## src/rtl/trap_pkg.sv

```systemverilog
package trap_pkg;
    localparam int AW = 16;
    localparam int DW = 8;
    localparam int CW = 4;
    localparam int STEP_W = 3;

    localparam logic [AW-DW-1:0] STACK_PAGE = 'h01;
    localparam logic [AW-1:0] VEC_NMI = 16'hFFFA;
    localparam logic [AW-1:0] VEC_RST = 16'hFFFC;
    localparam logic [AW-1:0] VEC_IRQ = 16'hFFFE;

    localparam logic [CW-1:0] COST_ENTRY = 4'd7;
    localparam logic [CW-1:0] COST_RTI   = 4'd6;

    localparam int FL_I = 2;
    localparam int FL_D = 3;
    localparam int FL_B = 4;
    localparam int FL_U = 5;

    localparam logic [DW-1:0] P_AT_RESET  = 8'h22;
    localparam logic [DW-1:0] SP_AT_RESET = 8'hFF;

    typedef enum logic [2:0] {
        K_RESET = 3'd0,
        K_NMI   = 3'd1,
        K_IRQ   = 3'd2,
        K_BRK   = 3'd3,
        K_RTI   = 3'd4
    } kind_e;

    typedef enum logic [1:0] {D_NONE, D_STAT, D_LO, D_HI} dest_e;

    typedef enum logic [1:0] {S_BOOT, S_IDLE, S_BUSY, S_DONE} state_e;

    typedef struct packed {
        logic          we;
        logic [AW-1:0] addr;
        logic [DW-1:0] wdata;
        dest_e         dest;
        logic          last;
    } step_t;

    function automatic logic [AW-1:0] stack_addr(logic [DW-1:0] sp, logic [DW-1:0] off);
        logic [DW-1:0] s;
        s = sp + off;
        return {STACK_PAGE, s};
    endfunction

    function automatic logic [DW-1:0] push_status(logic [DW-1:0] p, kind_e k);
        logic [DW-1:0] s;
        s = p;
        s[FL_U] = 1'b1;
        s[FL_B] = (k == K_BRK);
        return s;
    endfunction

    function automatic logic [DW-1:0] entry_status(logic [DW-1:0] pushed, kind_e k);
        logic [DW-1:0] s;
        s = pushed;
        s[FL_D] = 1'b0;
        if (k != K_NMI) s[FL_I] = 1'b1;
        return s;
    endfunction

    function automatic logic [CW-1:0] kind_cost(kind_e k);
        return (k == K_RTI) ? COST_RTI : COST_ENTRY;
    endfunction

    function automatic logic is_entry(kind_e k);
        return (k == K_NMI) || (k == K_IRQ) || (k == K_BRK);
    endfunction
endpackage

```

## src/rtl/trap_nmi_capture.sv

```systemverilog
module trap_nmi_capture (
    input  logic clk,
    input  logic rst,
    input  logic nmi_line,
    input  logic take,
    output logic pending
);
    logic prev;

    always_ff @(posedge clk) begin
        if (rst) begin
            prev    <= nmi_line;
            pending <= 1'b0;
        end else begin
            prev <= nmi_line;
            if (nmi_line && !prev)
                pending <= 1'b1;
            else if (take)
                pending <= 1'b0;
        end
    end

    // without a new edge and without being taken, an empty latch stays empty
    a_r4_no_retrigger: assert property (@(posedge clk) disable iff (rst)
        (!pending && !take && $stable(nmi_line)) |=> !pending);
endmodule

```

## src/rtl/trap_arbiter.sv

```systemverilog
module trap_arbiter
    import trap_pkg::*;
(
    input  logic  nmi_pend,
    input  logic  irq_line,
    input  logic  i_mask,
    input  logic  brk_req,
    input  logic  rti_req,
    output logic  go,
    output kind_e pick
);
    always_comb begin
        go   = 1'b1;
        pick = K_NMI;
        if (nmi_pend)
            pick = K_NMI;
        else if (irq_line && !i_mask)
            pick = K_IRQ;
        else if (brk_req)
            pick = K_BRK;
        else if (rti_req)
            pick = K_RTI;
        else
            go = 1'b0;
    end
endmodule

```

## src/rtl/trap_step_decode.sv

```systemverilog
module trap_step_decode
    import trap_pkg::*;
(
    input  kind_e             kind,
    input  logic [STEP_W-1:0] step,
    input  logic [DW-1:0]     sp,
    input  logic [AW-1:0]     ret_pc,
    input  logic [DW-1:0]     stat,
    output step_t             op
);
    logic [AW-1:0] vec;

    always_comb begin
        case (kind)
            K_NMI:   vec = VEC_NMI;
            K_RESET: vec = VEC_RST;
            default: vec = VEC_IRQ;
        endcase

        op.we    = 1'b0;
        op.addr  = vec;
        op.wdata = '0;
        op.dest  = D_NONE;
        op.last  = 1'b0;

        case (kind)
            K_RESET: begin
                op.addr = vec + AW'(step);
                op.dest = (step == 0) ? D_LO : D_HI;
                op.last = (step != 0);
            end
            K_RTI: begin
                op.addr = stack_addr(sp, DW'(step) + DW'(1));
                op.dest = (step == 0) ? D_STAT : ((step == 1) ? D_LO : D_HI);
                op.last = (step == 2);
            end
            default: begin
                if (step < 3) begin
                    op.we    = 1'b1;
                    op.addr  = stack_addr(sp, DW'(0) - DW'(step));
                    op.wdata = (step == 0) ? ret_pc[AW-1:DW] :
                               ((step == 1) ? ret_pc[DW-1:0] : stat);
                end else begin
                    op.addr = vec + AW'(step - STEP_W'(3));
                    op.dest = (step == 3) ? D_LO : D_HI;
                    op.last = (step == 4);
                end
            end
        endcase
    end
endmodule

```

## src/rtl/trap_sequencer.sv

```systemverilog
module trap_sequencer
    import trap_pkg::*;
(
    input  logic          clk,
    input  logic          rst,
    input  logic          nmi_line,
    input  logic          irq_line,
    input  logic          brk_req,
    input  logic          rti_req,
    input  logic [AW-1:0] pc_in,
    input  logic [DW-1:0] p_in,
    input  logic [DW-1:0] sp_in,
    output logic          mem_valid,
    output logic          mem_we,
    output logic [AW-1:0] mem_addr,
    output logic [DW-1:0] mem_wdata,
    input  logic          mem_ready,
    input  logic [DW-1:0] mem_rdata,
    output logic          done,
    output logic [2:0]    done_kind,
    output logic [CW-1:0] done_cycles,
    output logic [AW-1:0] pc_out,
    output logic [DW-1:0] p_out,
    output logic [DW-1:0] sp_out,
    output logic          gpr_clear
);
    state_e            state;
    kind_e             kind_q;
    logic [STEP_W-1:0] step_q;
    logic [DW-1:0]     sp_q;
    logic [AW-1:0]     ret_q;
    logic [DW-1:0]     push_q;
    logic [DW-1:0]     stat_q;
    logic [DW-1:0]     lo_q;

    logic  nmi_pend;
    logic  go;
    kind_e pick;
    logic  take_nmi;
    step_t op;

    assign take_nmi = (state == S_IDLE) && go && (pick == K_NMI);

    trap_nmi_capture u_nmi (
        .clk      (clk),
        .rst      (rst),
        .nmi_line (nmi_line),
        .take     (take_nmi),
        .pending  (nmi_pend)
    );

    trap_arbiter u_arb (
        .nmi_pend (nmi_pend),
        .irq_line (irq_line),
        .i_mask   (p_in[FL_I]),
        .brk_req  (brk_req),
        .rti_req  (rti_req),
        .go       (go),
        .pick     (pick)
    );

    trap_step_decode u_dec (
        .kind   (kind_q),
        .step   (step_q),
        .sp     (sp_q),
        .ret_pc (ret_q),
        .stat   (push_q),
        .op     (op)
    );

    assign mem_valid   = (state == S_BUSY);
    assign mem_we      = op.we;
    assign mem_addr    = op.addr;
    assign mem_wdata   = op.wdata;
    assign done        = (state == S_DONE);
    assign done_kind   = kind_q;
    assign done_cycles = kind_cost(kind_q);
    assign gpr_clear   = done && (kind_q == K_RESET);

    always_ff @(posedge clk) begin
        if (rst) begin
            state  <= S_BOOT;
            kind_q <= K_RESET;
            step_q <= '0;
            sp_q   <= SP_AT_RESET;
            ret_q  <= '0;
            push_q <= '0;
            stat_q <= '0;
            lo_q   <= '0;
            pc_out <= '0;
            p_out  <= P_AT_RESET;
            sp_out <= SP_AT_RESET;
        end else begin
            case (state)
                S_BOOT: begin
                    state <= S_BUSY;
                end
                S_IDLE: begin
                    if (go) begin
                        state  <= S_BUSY;
                        kind_q <= pick;
                        step_q <= '0;
                        sp_q   <= sp_in;
                        ret_q  <= (pick == K_BRK) ? pc_in + AW'(1) : pc_in;
                        push_q <= push_status(p_in, pick);
                    end
                end
                S_BUSY: begin
                    if (mem_ready) begin
                        case (op.dest)
                            D_STAT:  stat_q <= mem_rdata;
                            D_LO:    lo_q   <= mem_rdata;
                            default: ;
                        endcase
                        if (op.last) begin
                            state  <= S_DONE;
                            pc_out <= {mem_rdata, lo_q};
                            case (kind_q)
                                K_RESET: begin
                                    p_out  <= P_AT_RESET;
                                    sp_out <= SP_AT_RESET;
                                end
                                K_RTI: begin
                                    p_out  <= stat_q | (DW'(1) << FL_U);
                                    sp_out <= sp_q + DW'(3);
                                end
                                default: begin
                                    p_out  <= entry_status(push_q, kind_q);
                                    sp_out <= sp_q - DW'(3);
                                end
                            endcase
                        end else begin
                            step_q <= step_q + STEP_W'(1);
                        end
                    end
                end
                default: begin
                    state <= S_IDLE;
                end
            endcase
        end
    end

    // a stalled request keeps its address, direction and data
    a_r11_hold: assert property (@(posedge clk) disable iff (rst)
        (mem_valid && !mem_ready) |=> (mem_valid && $stable(mem_addr) &&
                                       $stable(mem_we) && $stable(mem_wdata)));

    // writes only ever land in the stack page
    a_r5_write_page: assert property (@(posedge clk) disable iff (rst)
        (mem_valid && mem_we) |-> (mem_addr[AW-1:DW] == STACK_PAGE));

    // completion is a single-cycle pulse
    a_r10_pulse: assert property (@(posedge clk) disable iff (rst)
        done |=> !done);

    // boot flow ends with the fixed stack pointer and status
    a_r1_boot_state: assert property (@(posedge clk) disable iff (rst)
        (done && done_kind == K_RESET) |-> (sp_out == SP_AT_RESET &&
                                            p_out == P_AT_RESET && gpr_clear));

    // a returned status always carries bit 5
    a_r9_bit5: assert property (@(posedge clk) disable iff (rst)
        (done && done_kind == K_RTI) |-> p_out[FL_U]);

    // every entry leaves the decimal bit clear
    a_r7_dec_clear: assert property (@(posedge clk) disable iff (rst)
        (done && is_entry(kind_e'(done_kind))) |-> !p_out[FL_D]);

    // a masked maskable request alone starts no transfer
    a_r3_masked: assert property (@(posedge clk) disable iff (rst)
        (state == S_IDLE && irq_line && p_in[FL_I] && !nmi_pend &&
         !brk_req && !rti_req) |=> !mem_valid);

    // a pending non-maskable request wins in idle
    a_r2_nmi_first: assert property (@(posedge clk) disable iff (rst)
        (state == S_IDLE && nmi_pend) |=> (kind_q == K_NMI && mem_valid));
endmodule

```

## config.mk

```make
export PLATFORM = sky130hd
export DESIGN_NAME = trap_sequencer
export DESIGN_NICKNAME = d
export VERILOG_FILES = /design/src/rtl/trap_pkg.sv /design/src/rtl/trap_nmi_capture.sv /design/src/rtl/trap_arbiter.sv /design/src/rtl/trap_step_decode.sv /design/src/rtl/trap_sequencer.sv
export SDC_FILE = /design/constraint.sdc
export NUM_CORES = 1
export LEC_CHECK = 0
export ABC_AREA = 1
export CAP_MARGIN = 0
export CORE_ASPECT_RATIO = 2
export CORE_MARGIN = 2
export CORE_UTILIZATION = 43
export DETAILED_ROUTE_END_ITERATION = 6
export GPL_TIMING_DRIVEN = 0
export PLACE_DENSITY = 0.69
export REMOVE_ABC_BUFFERS = 1
export SYNTH_ARGS = -nofsm -noshare
export SYNTH_HDL_FRONTEND = slang
export SYNTH_SLANG_ARGS = --single-unit
```

## constraint.sdc

```tcl
create_clock -name clk -period 3 [get_ports clk]
set_clock_uncertainty 0.05 [all_clocks]
set_input_delay 0.3 -clock clk [delete_from_list [all_inputs] [get_ports clk]]
set_output_delay 0.3 -clock clk [all_outputs]
set_load 0.02 [all_outputs]
```

==> results.json, run 1 <==
{
  "yosysWarnings": 0,
  "i_o_pin_total": 114,
  "min_to": "u_nmi.prev",
  "initial_core_util_pct": 44.08,
  "detail_route.wl_per_cell_microns": 14.47,
  "globalRouteOverflowTotal": 0,
  "ff_latch_area_sq_um": 1793,
  "crit_required_ns": 2.65,
  "edff_count_synth": 0,
  "ir_drop_mv": 0.6492,
  "via_count": 5348,
  "synthDistinctLibCells": 44,
  "cts_hold_buffers": 0,
  "pwr_density_cell_nw_per_um2": 998.5,
  "core_area_sq_um": 12120,
  "timing.critical_path.buf_inv": 3,
  "post_synth_instance_area_sq_um": 5344,
  "pin_count_of_the_biggest_net_entering_global_routing": 65,
  "power_mw": 6.802,
  "grtUsageTotal_pct": 22.36,
  "path_delay_family": "adder cells",
  "drc": 0,
  "postSynth.topFlopCell": "sky130_fd_sc_hd__dfxtp_1",
  "worst_hold_startpoint": "nmi_line",
  "setup_total_negative_slack_ns": 0,
  "cp.arrival_ns": 2.55,
  "ys_ff_latch": 89,
  "drt.antenna.violating_nets": 0,
  "timing.rr.start": "step_q[1]",
  "drt_pre_antenna_iters": 5,
  "timing.fmax_mhz": 344.7,
  "timing.critical_path.slowest_cell_delay_ns": 0.39,
  "floorplan.die.width_microns": 82.83,
  "start_kind": "flop",
  "worst_hold_slack_ns": 0.3762,
  "timing.rr.end": "p_out[7]",
  "rsz0062_at_grt": "true",
  "finalMaxSlewViolations": 0,
  "critical_path.slowest_cell": "sky130_fd_sc_hd__dfxtp_4",
  "final.fill_count": 1211,
  "number_of_antenna_repair_diodes": 0,
  "final_net_count": 965,
  "syn-mean-instance-area_sq_um": 6.764,
  "cts_tree": "yes",
  "clkLatencyLatePin_ns": 0.35,
  "clk_pin_slew_worst_paths_ns": 0.07,
  "die_height_microns": 161.7,
  "max_cap_violations": 0,
  "first_pass_grt_wire_length_microns": 24490,
  "multi_input_comb_area_sq_um": 3117,
  "stdcell_area_sq_um": 6813,
  "worst_hold_path.num_cells": 1,
  "worst-setup-path-type": "reg2out",
  "clockRootBuffer": "sky130_fd_sc_hd__clkbuf_16",
  "tightestPinTransition_ns": 1.206,
  "crit_path_end_kind": "primary output",
  "dieArea_sq_um": 13390,
  "cp_max_fo": 6,
  "std_cell_rows": 57,
  "status": "finished, final reports clean",
  "reg2reg_path_depth": 10,
  "areaGrowthSynthToFinish_pct": 27.49,
  "vias_per_cell": 5.177,
  "grt_pass1_vias": 5105,
  "netlist_instances": 790,
  "holdCritPathClass": "in2reg",
  "placed_instance_area_sq_um": 6434,
  "antenna_violations_before_repair": 0,
  "place.port_buffers": 108,
  "synth_async_sr_flop_share_pct": 0,
  "hold_violations": 0,
  "layout-drive-gt1-share_pct": 8.691,
  "post-route-period-util_pct": 96.71,
  "max-slew-margin-rel_pct": 19.37,
  "finalWirelength_microns": 14940,
  "setup_violations": 0,
  "dp.final_hpwl_microns": 11010,
  "ctsLongestPathBuffers": 2,
  "min_period_ns": 2.901,
  "gp_congestion": 0.9016,
  "reg2reg_slack_ns": 0.29,
  "yosysSeqAreaShare_pct": 33.34,
  "htree_num_levels": 3,
  "static-leakage-power_nw": 2.990,
  "detailedRoute.firstIterationViolations": 247,
  "timing.critical_path.cells": "ha_2 -> inv_1 -> ha_4 -> inv_2 -> ha_4 -> a21oi_4 -> nand2_1 -> ha_1 -> nand3_1 -> nand2_1 -> nand3b_1 -> buf_2",
  "tritoncts_buffers": 9,
  "cts.sink_count": 89,
  "final_core_util_pct": 56.19
}
[cell families (layout without fill, tap and decap cells)]
logic type                 Yosys count  in the layout  share of synthesized area [%]
AOI/OAI and AO/OA                  181            181                          18.17
other                                2              3                         0.1405
xor gates and xnor gates            11             11                          1.803
DFF                                 89             89                          33.34
adders and majority gates           37             37                          9.365
and+or+nand+nor                    344            344                          27.30
buffers and inverters              126            221                          9.881
[metrics by stage]
stage	setup WS, ns	instances
floorplan	-0.3609	757
global placement	-0.9354	1012
detailed placement	-0.4596	1012
CTS	-0.004511	1032
global route	-0.03268	1033
finish	0.09878	1033
[synthesized netlist by cell type, drive strengths merged (2+ instances only)]
| cell | number | area, sq um |
|---|---|---|
| or2 | 2 | 12.52 |
| o21ai | 94 | 485.5 |
| nor3 | 5 | 25.02 |
| o22ai | 2 | 12.51 |
| nand3 | 55 | 280.3 |
| nand3b | 4 | 30.03 |
| clkbuf | 12 | 47.55 |
| conb | 2 | 7.510 |
| inv | 91 | 344.1 |
| nand2 | 159 | 614.3 |
| xor2 | 9 | 78.83 |
| fa | 5 | 100.1 |
| a31oi | 3 | 18.77 |
| a22o | 2 | 17.52 |
| nand4 | 10 | 62.56 |
| xnor2 | 2 | 17.52 |
| a21oi | 66 | 330.3 |
| ha | 32 | 400.4 |
| o211ai | 6 | 45.04 |
| dfxtp | 89 | 1782 |
| nor2 | 109 | 434.2 |
| buf | 22 | 132.6 |
| a21o | 2 | 15.01 |
[final cells by class]
| cell class | instances | area share, % |
|---|---|---|
| multi-input cells | 576 | 45.75 |
| flip-flops and latches | 89 | 26.32 |
| repair buffers | 112 | 15.59 |
| inverters | 92 | 5.253 |
| clock buffers | 9 | 3.306 |
| well taps | 147 | 2.700 |
| clock inverters | 7 | 0.9734 |
| repair inverters | 1 | 0.1102 |
[where the power goes]
group	leakage (nW)	switching, mW	total, mW	internal (mW)
combinational	2.12	2.50	4.07	1.56
clock	0.138	0.529	1.11	0.585
sequential	0.727	0.181	1.62	1.44
total	2.99	3.21	6.80	3.59
[worst reg2reg max path: stages (launching register included)]
cell	delay, ns
sky130_fd_sc_hd__dfxtp_4	0.38
sky130_fd_sc_hd__inv_1	0.12
sky130_fd_sc_hd__ha_4	0.19
sky130_fd_sc_hd__ha_2	0.27
sky130_fd_sc_hd__inv_2	0.15
sky130_fd_sc_hd__nand3_1	0.16
sky130_fd_sc_hd__nand3_1	0.26
sky130_fd_sc_hd__nand2_4	0.26
sky130_fd_sc_hd__inv_2	0.47
sky130_fd_sc_hd__nand2_1	0.16
sky130_fd_sc_hd__a21oi_1	0.15
[registers in the layout (all words and copies together) (netlist names)]
register       cells
done_kind          3
lo_q               8
p_out              8
pc_out            16
push_q             8
ret_q             16
sp_out             8
sp_q               8
stat_q             7
state              2
step_q             3
u_nmi.pending      1
u_nmi.prev         1
[layer usage]
layer,wire length [microns],up-vias,global-route usage [%]
li1,-,2769,-
met1,5621,2434,22.73
met2,8440,116,44.72
met3,447,29,2.998
met4,433,0,8.867
met5,0,-,0
[what timing repair did]
action | CTS | global route
setup endpoints to repair | 66 | 37
resized for setup | 52 | 28
cloned | 1 | 0
pin swaps | 2 | 2
buffers inserted | 3 | 1
[worst max path at each step]
stage / startpoint / slack, ns / to / cells past startpoint
6_report: step_q[0] / 0.1 / mem_addr[6] / 12
5_1_grt: step_q[1] / -0.03 / mem_addr[5] / 12
4_1_cts: step_q[0] / -0.005 / mem_addr[6] / 12
3_5_place_dp: step_q[0] / -0.46 / mem_addr[6] / 10
3_3_place_gp: rst / -0.94 / pc_out[1] / 4
2_1_floorplan: step_q[0] / -0.36 / mem_addr[13] / 6
[layout by cell type (no fill, tap or decap), types with 3 or more instances in the layout]
cell type,Yosys,layout
sky130_fd_sc_hd__a21oi_1,66,64
sky130_fd_sc_hd__a31oi_1,3,3
sky130_fd_sc_hd__buf_4,7,5
sky130_fd_sc_hd__clkbuf_16,0,9
sky130_fd_sc_hd__clkbuf_2,2,8
sky130_fd_sc_hd__clkdlybuf4s50_1,0,92
sky130_fd_sc_hd__clkinvlp_4,0,5
sky130_fd_sc_hd__conb_1,2,3
sky130_fd_sc_hd__dfxtp_1,89,84
sky130_fd_sc_hd__dfxtp_2,0,3
sky130_fd_sc_hd__fa_1,5,4
sky130_fd_sc_hd__ha_1,32,27
sky130_fd_sc_hd__ha_4,0,3
sky130_fd_sc_hd__inv_1,82,76
sky130_fd_sc_hd__inv_2,8,12
sky130_fd_sc_hd__inv_8,0,3
sky130_fd_sc_hd__nand2_1,154,153
sky130_fd_sc_hd__nand2_2,4,4
sky130_fd_sc_hd__nand3_1,54,54
sky130_fd_sc_hd__nand3b_1,4,4
sky130_fd_sc_hd__nand4_1,10,10
sky130_fd_sc_hd__nor2_1,105,105
sky130_fd_sc_hd__nor2_4,3,3
sky130_fd_sc_hd__nor3_1,5,5
sky130_fd_sc_hd__o211ai_1,6,6
sky130_fd_sc_hd__o21ai_0,92,88
sky130_fd_sc_hd__o21ai_1,0,4
sky130_fd_sc_hd__xor2_1,9,9
Power figures use the tool's default switching activity.
==> run 2, diff against run 1 <==
RECOVER_POWER = 50   (was not set)
==> run 2 against run 1 <==
Against the previous run: sequential power about the same; clock-buffer cell count is the same; die area is the same; highest routed layer unchanged; flip-flop and latch count stayed put; cell count is the same; non-clock buffer count stayed put; design area about the same; via count increased by 0.50%.
==> results.json, run 2 (synthesized netlist as in run 1, its figures left out) <==
{
  "clk_pin_slew_worst_paths_ns": 0.07,
  "areaGrowthSynthToFinish_pct": 27.39,
  "drt.antenna.violating_nets": 0,
  "final_core_util_pct": 56.15,
  "tightestPinTransition_ns": 1.176,
  "place.port_buffers": 108,
  "floorplan.die.width_microns": 82.83,
  "drc": 0,
  "grt_pass1_vias": 5105,
  "final.fill_count": 1212,
  "std_cell_rows": 57,
  "cp_max_fo": 6,
  "ir_drop_mv": 0.6494,
  "pwr_density_cell_nw_per_um2": 991.5,
  "static-leakage-power_nw": 3.052,
  "final_critical_path_setup_slack_ns": 0.08963,
  "timing.critical_path.slowest_cell_delay_ns": 0.39,
  "vias_per_cell": 5.203,
  "detail_route.wl_per_cell_microns": 14.47,
  "hold_violations": 0,
  "layout-drive-gt1-share_pct": 8.578,
  "status": "finished, final reports clean",
  "grtUsageTotal_pct": 22.36,
  "max-slew-margin-rel_pct": 21.32,
  "first_pass_grt_wire_length_microns": 24490,
  "worst-setup-path-type": "reg2out",
  "critical_path.slowest_cell": "sky130_fd_sc_hd__dfxtp_4",
  "layout.cells.most_common": "sky130_fd_sc_hd__nand2_1",
  "clockRootBuffer": "sky130_fd_sc_hd__clkbuf_16",
  "cts_hold_buffers": 0,
  "finalWirelength_microns": 14950,
  "i_o_pin_total": 114,
  "cts_tree": "yes",
  "finalMaxSlewViolations": 0,
  "holdCritPathClass": "reg2reg",
  "detailedRoute.firstIterationViolations": 238,
  "crit_required_ns": 2.65,
  "setup_violations": 0,
  "dp.final_hpwl_microns": 11010,
  "cts.sink_count": 89,
  "crit_path_end_kind": "primary output",
  "timing.fmax_mhz": 343.6,
  "timing.critical_path.cells": "ha_2 -> inv_1 -> ha_4 -> inv_2 -> ha_4 -> a21oi_4 -> nand2_1 -> ha_1 -> nand3_1 -> nand2_1 -> nand3b_1 -> buf_2",
  "via_count": 5375,
  "globalRouteOverflowTotal": 0,
  "tritoncts_buffers": 9,
  "pin_count_of_the_biggest_net_entering_global_routing": 65,
  "initial_core_util_pct": 44.08,
  "clkLatencyLatePin_ns": 0.34,
  "number_of_antenna_repair_diodes": 0,
  "final_net_count": 965,
  "die_height_microns": 161.7,
  "antenna_violations_before_repair": 0,
  "min_period_ns": 2.910,
  "htree_num_levels": 3,
  "dieArea_sq_um": 13390,
  "place_ws_ns": -0.4596,
  "drt_pre_antenna_iters": 5,
  "reg.largest.list": "pc_out x16, ret_q x16",
  "cp.arrival_ns": 2.56,
  "start_kind": "flop",
  "highest_count_cells_in_the_layout_ignoring_fill_and_taps": "sky130_fd_sc_hd__nand2_1 (154), sky130_fd_sc_hd__nor2_1 (105), sky130_fd_sc_hd__o21ai_0 (88), sky130_fd_sc_hd__dfxtp_1 (84), sky130_fd_sc_hd__inv_1 (76)",
  "core_area_sq_um": 12120,
  "max_cap_violations": 0,
  "gp_congestion": 0.9016,
  "rsz0062_at_grt": "true",
  "post-route-period-util_pct": 97.01,
  "ctsLongestPathBuffers": 2
}
## run 2: changes by cell type in the layout (fill, tap and decap cells not counted)
cell / previous run / this run
sky130_fd_sc_hd__clkdlybuf4s50_1: 92 / 51
sky130_fd_sc_hd__dlygate4sd3_1: 0 / 41
sky130_fd_sc_hd__inv_2: 12 / 13
sky130_fd_sc_hd__inv_4: 2 / 1
sky130_fd_sc_hd__nand2_1: 153 / 154
sky130_fd_sc_hd__nand2_2: 4 / 3
## run 2: timing repair
action / CTS / global route
endpoints found under the setup margin: 66 / 37
gates resized for setup: 52 / 28
setup buffers: 3 / 1
gates cloned: 1 / 0
pin swaps: 2 / 2
## run 2: final timing paths
check	startpoint	end	slack (ns)	depth (start not counted)
worst max-delay path	step_q[0]	mem_addr[6]	0.09	12
worst min-delay path	sp_out[2]	sp_out[2]	0.41	2
worst max register to register	step_q[1]	p_out[7]	0.32	10
worst min register to register	sp_out[2]	sp_out[2]	0.41	2
## run 2: metal layers
metal / GRT usage, % / part of all wire (%) / wire, microns / vias to the layer above
li1: - / - / - / 2774
met1: 22.73 / 37 / 5589 / 2435
met2: 44.72 / 57 / 8464 / 137
met3: 2.998 / 3.2 / 479 / 29
met4: 8.867 / 2.8 / 418 / 0
met5: 0 / 0 / 0 / -
## run 2: layout make-up
type	instances	area, sq um	area share (%)
Timing Repair Buffer	112	1062	15.60
Clock inverter	7	66.31	0.9741
Clock buffer	9	225.2	3.308
Multi-Input combinational cell	576	3114	45.75
Timing Repair inverter	1	7.507	0.1103
Sequential cell	89	1793	26.34
Inverter	92	355.3	5.220
Tap cell	147	183.9	2.702
## run 2: stage by stage
stage | TNS (ns) | cells | total power [mW] | hold WS [ns] | area, sq um
final | 0 | 1033 | 6.750 | 0.4073 | 6808
after floorplan | -1.083 | 757 | 4.245 | 0.2777 | 5167
after global routing | -0.06432 | 1033 | 7.319 | 0.4326 | 6808
after CTS | -0.004511 | 1032 | 6.789 | 0.3791 | 6808
after global placement | -63.49 | 1012 | 5.605 | 0.3987 | 6432
after detailed placement | -23.40 | 1012 | 5.640 | 0.4043 | 6434
## run 2: critical path: cells and delay by family (launching register included)
family / cells / cell delay [ns]
and+or+nand+nor: 4 / 0.40
buffers and inverters: 3 / 0.29
adders and majority gates: 4 / 0.99
DFF: 1 / 0.39
AOI/OAI and AO/OA: 1 / 0.15
## run 2: power breakdown
part | internal [mW] | total, mW | switching (mW)
sequential | 1.44 | 1.62 | 0.176
clock | 0.585 | 1.11 | 0.523
combinational | 1.52 | 4.02 | 2.50
total | 3.55 | 6.75 | 3.20
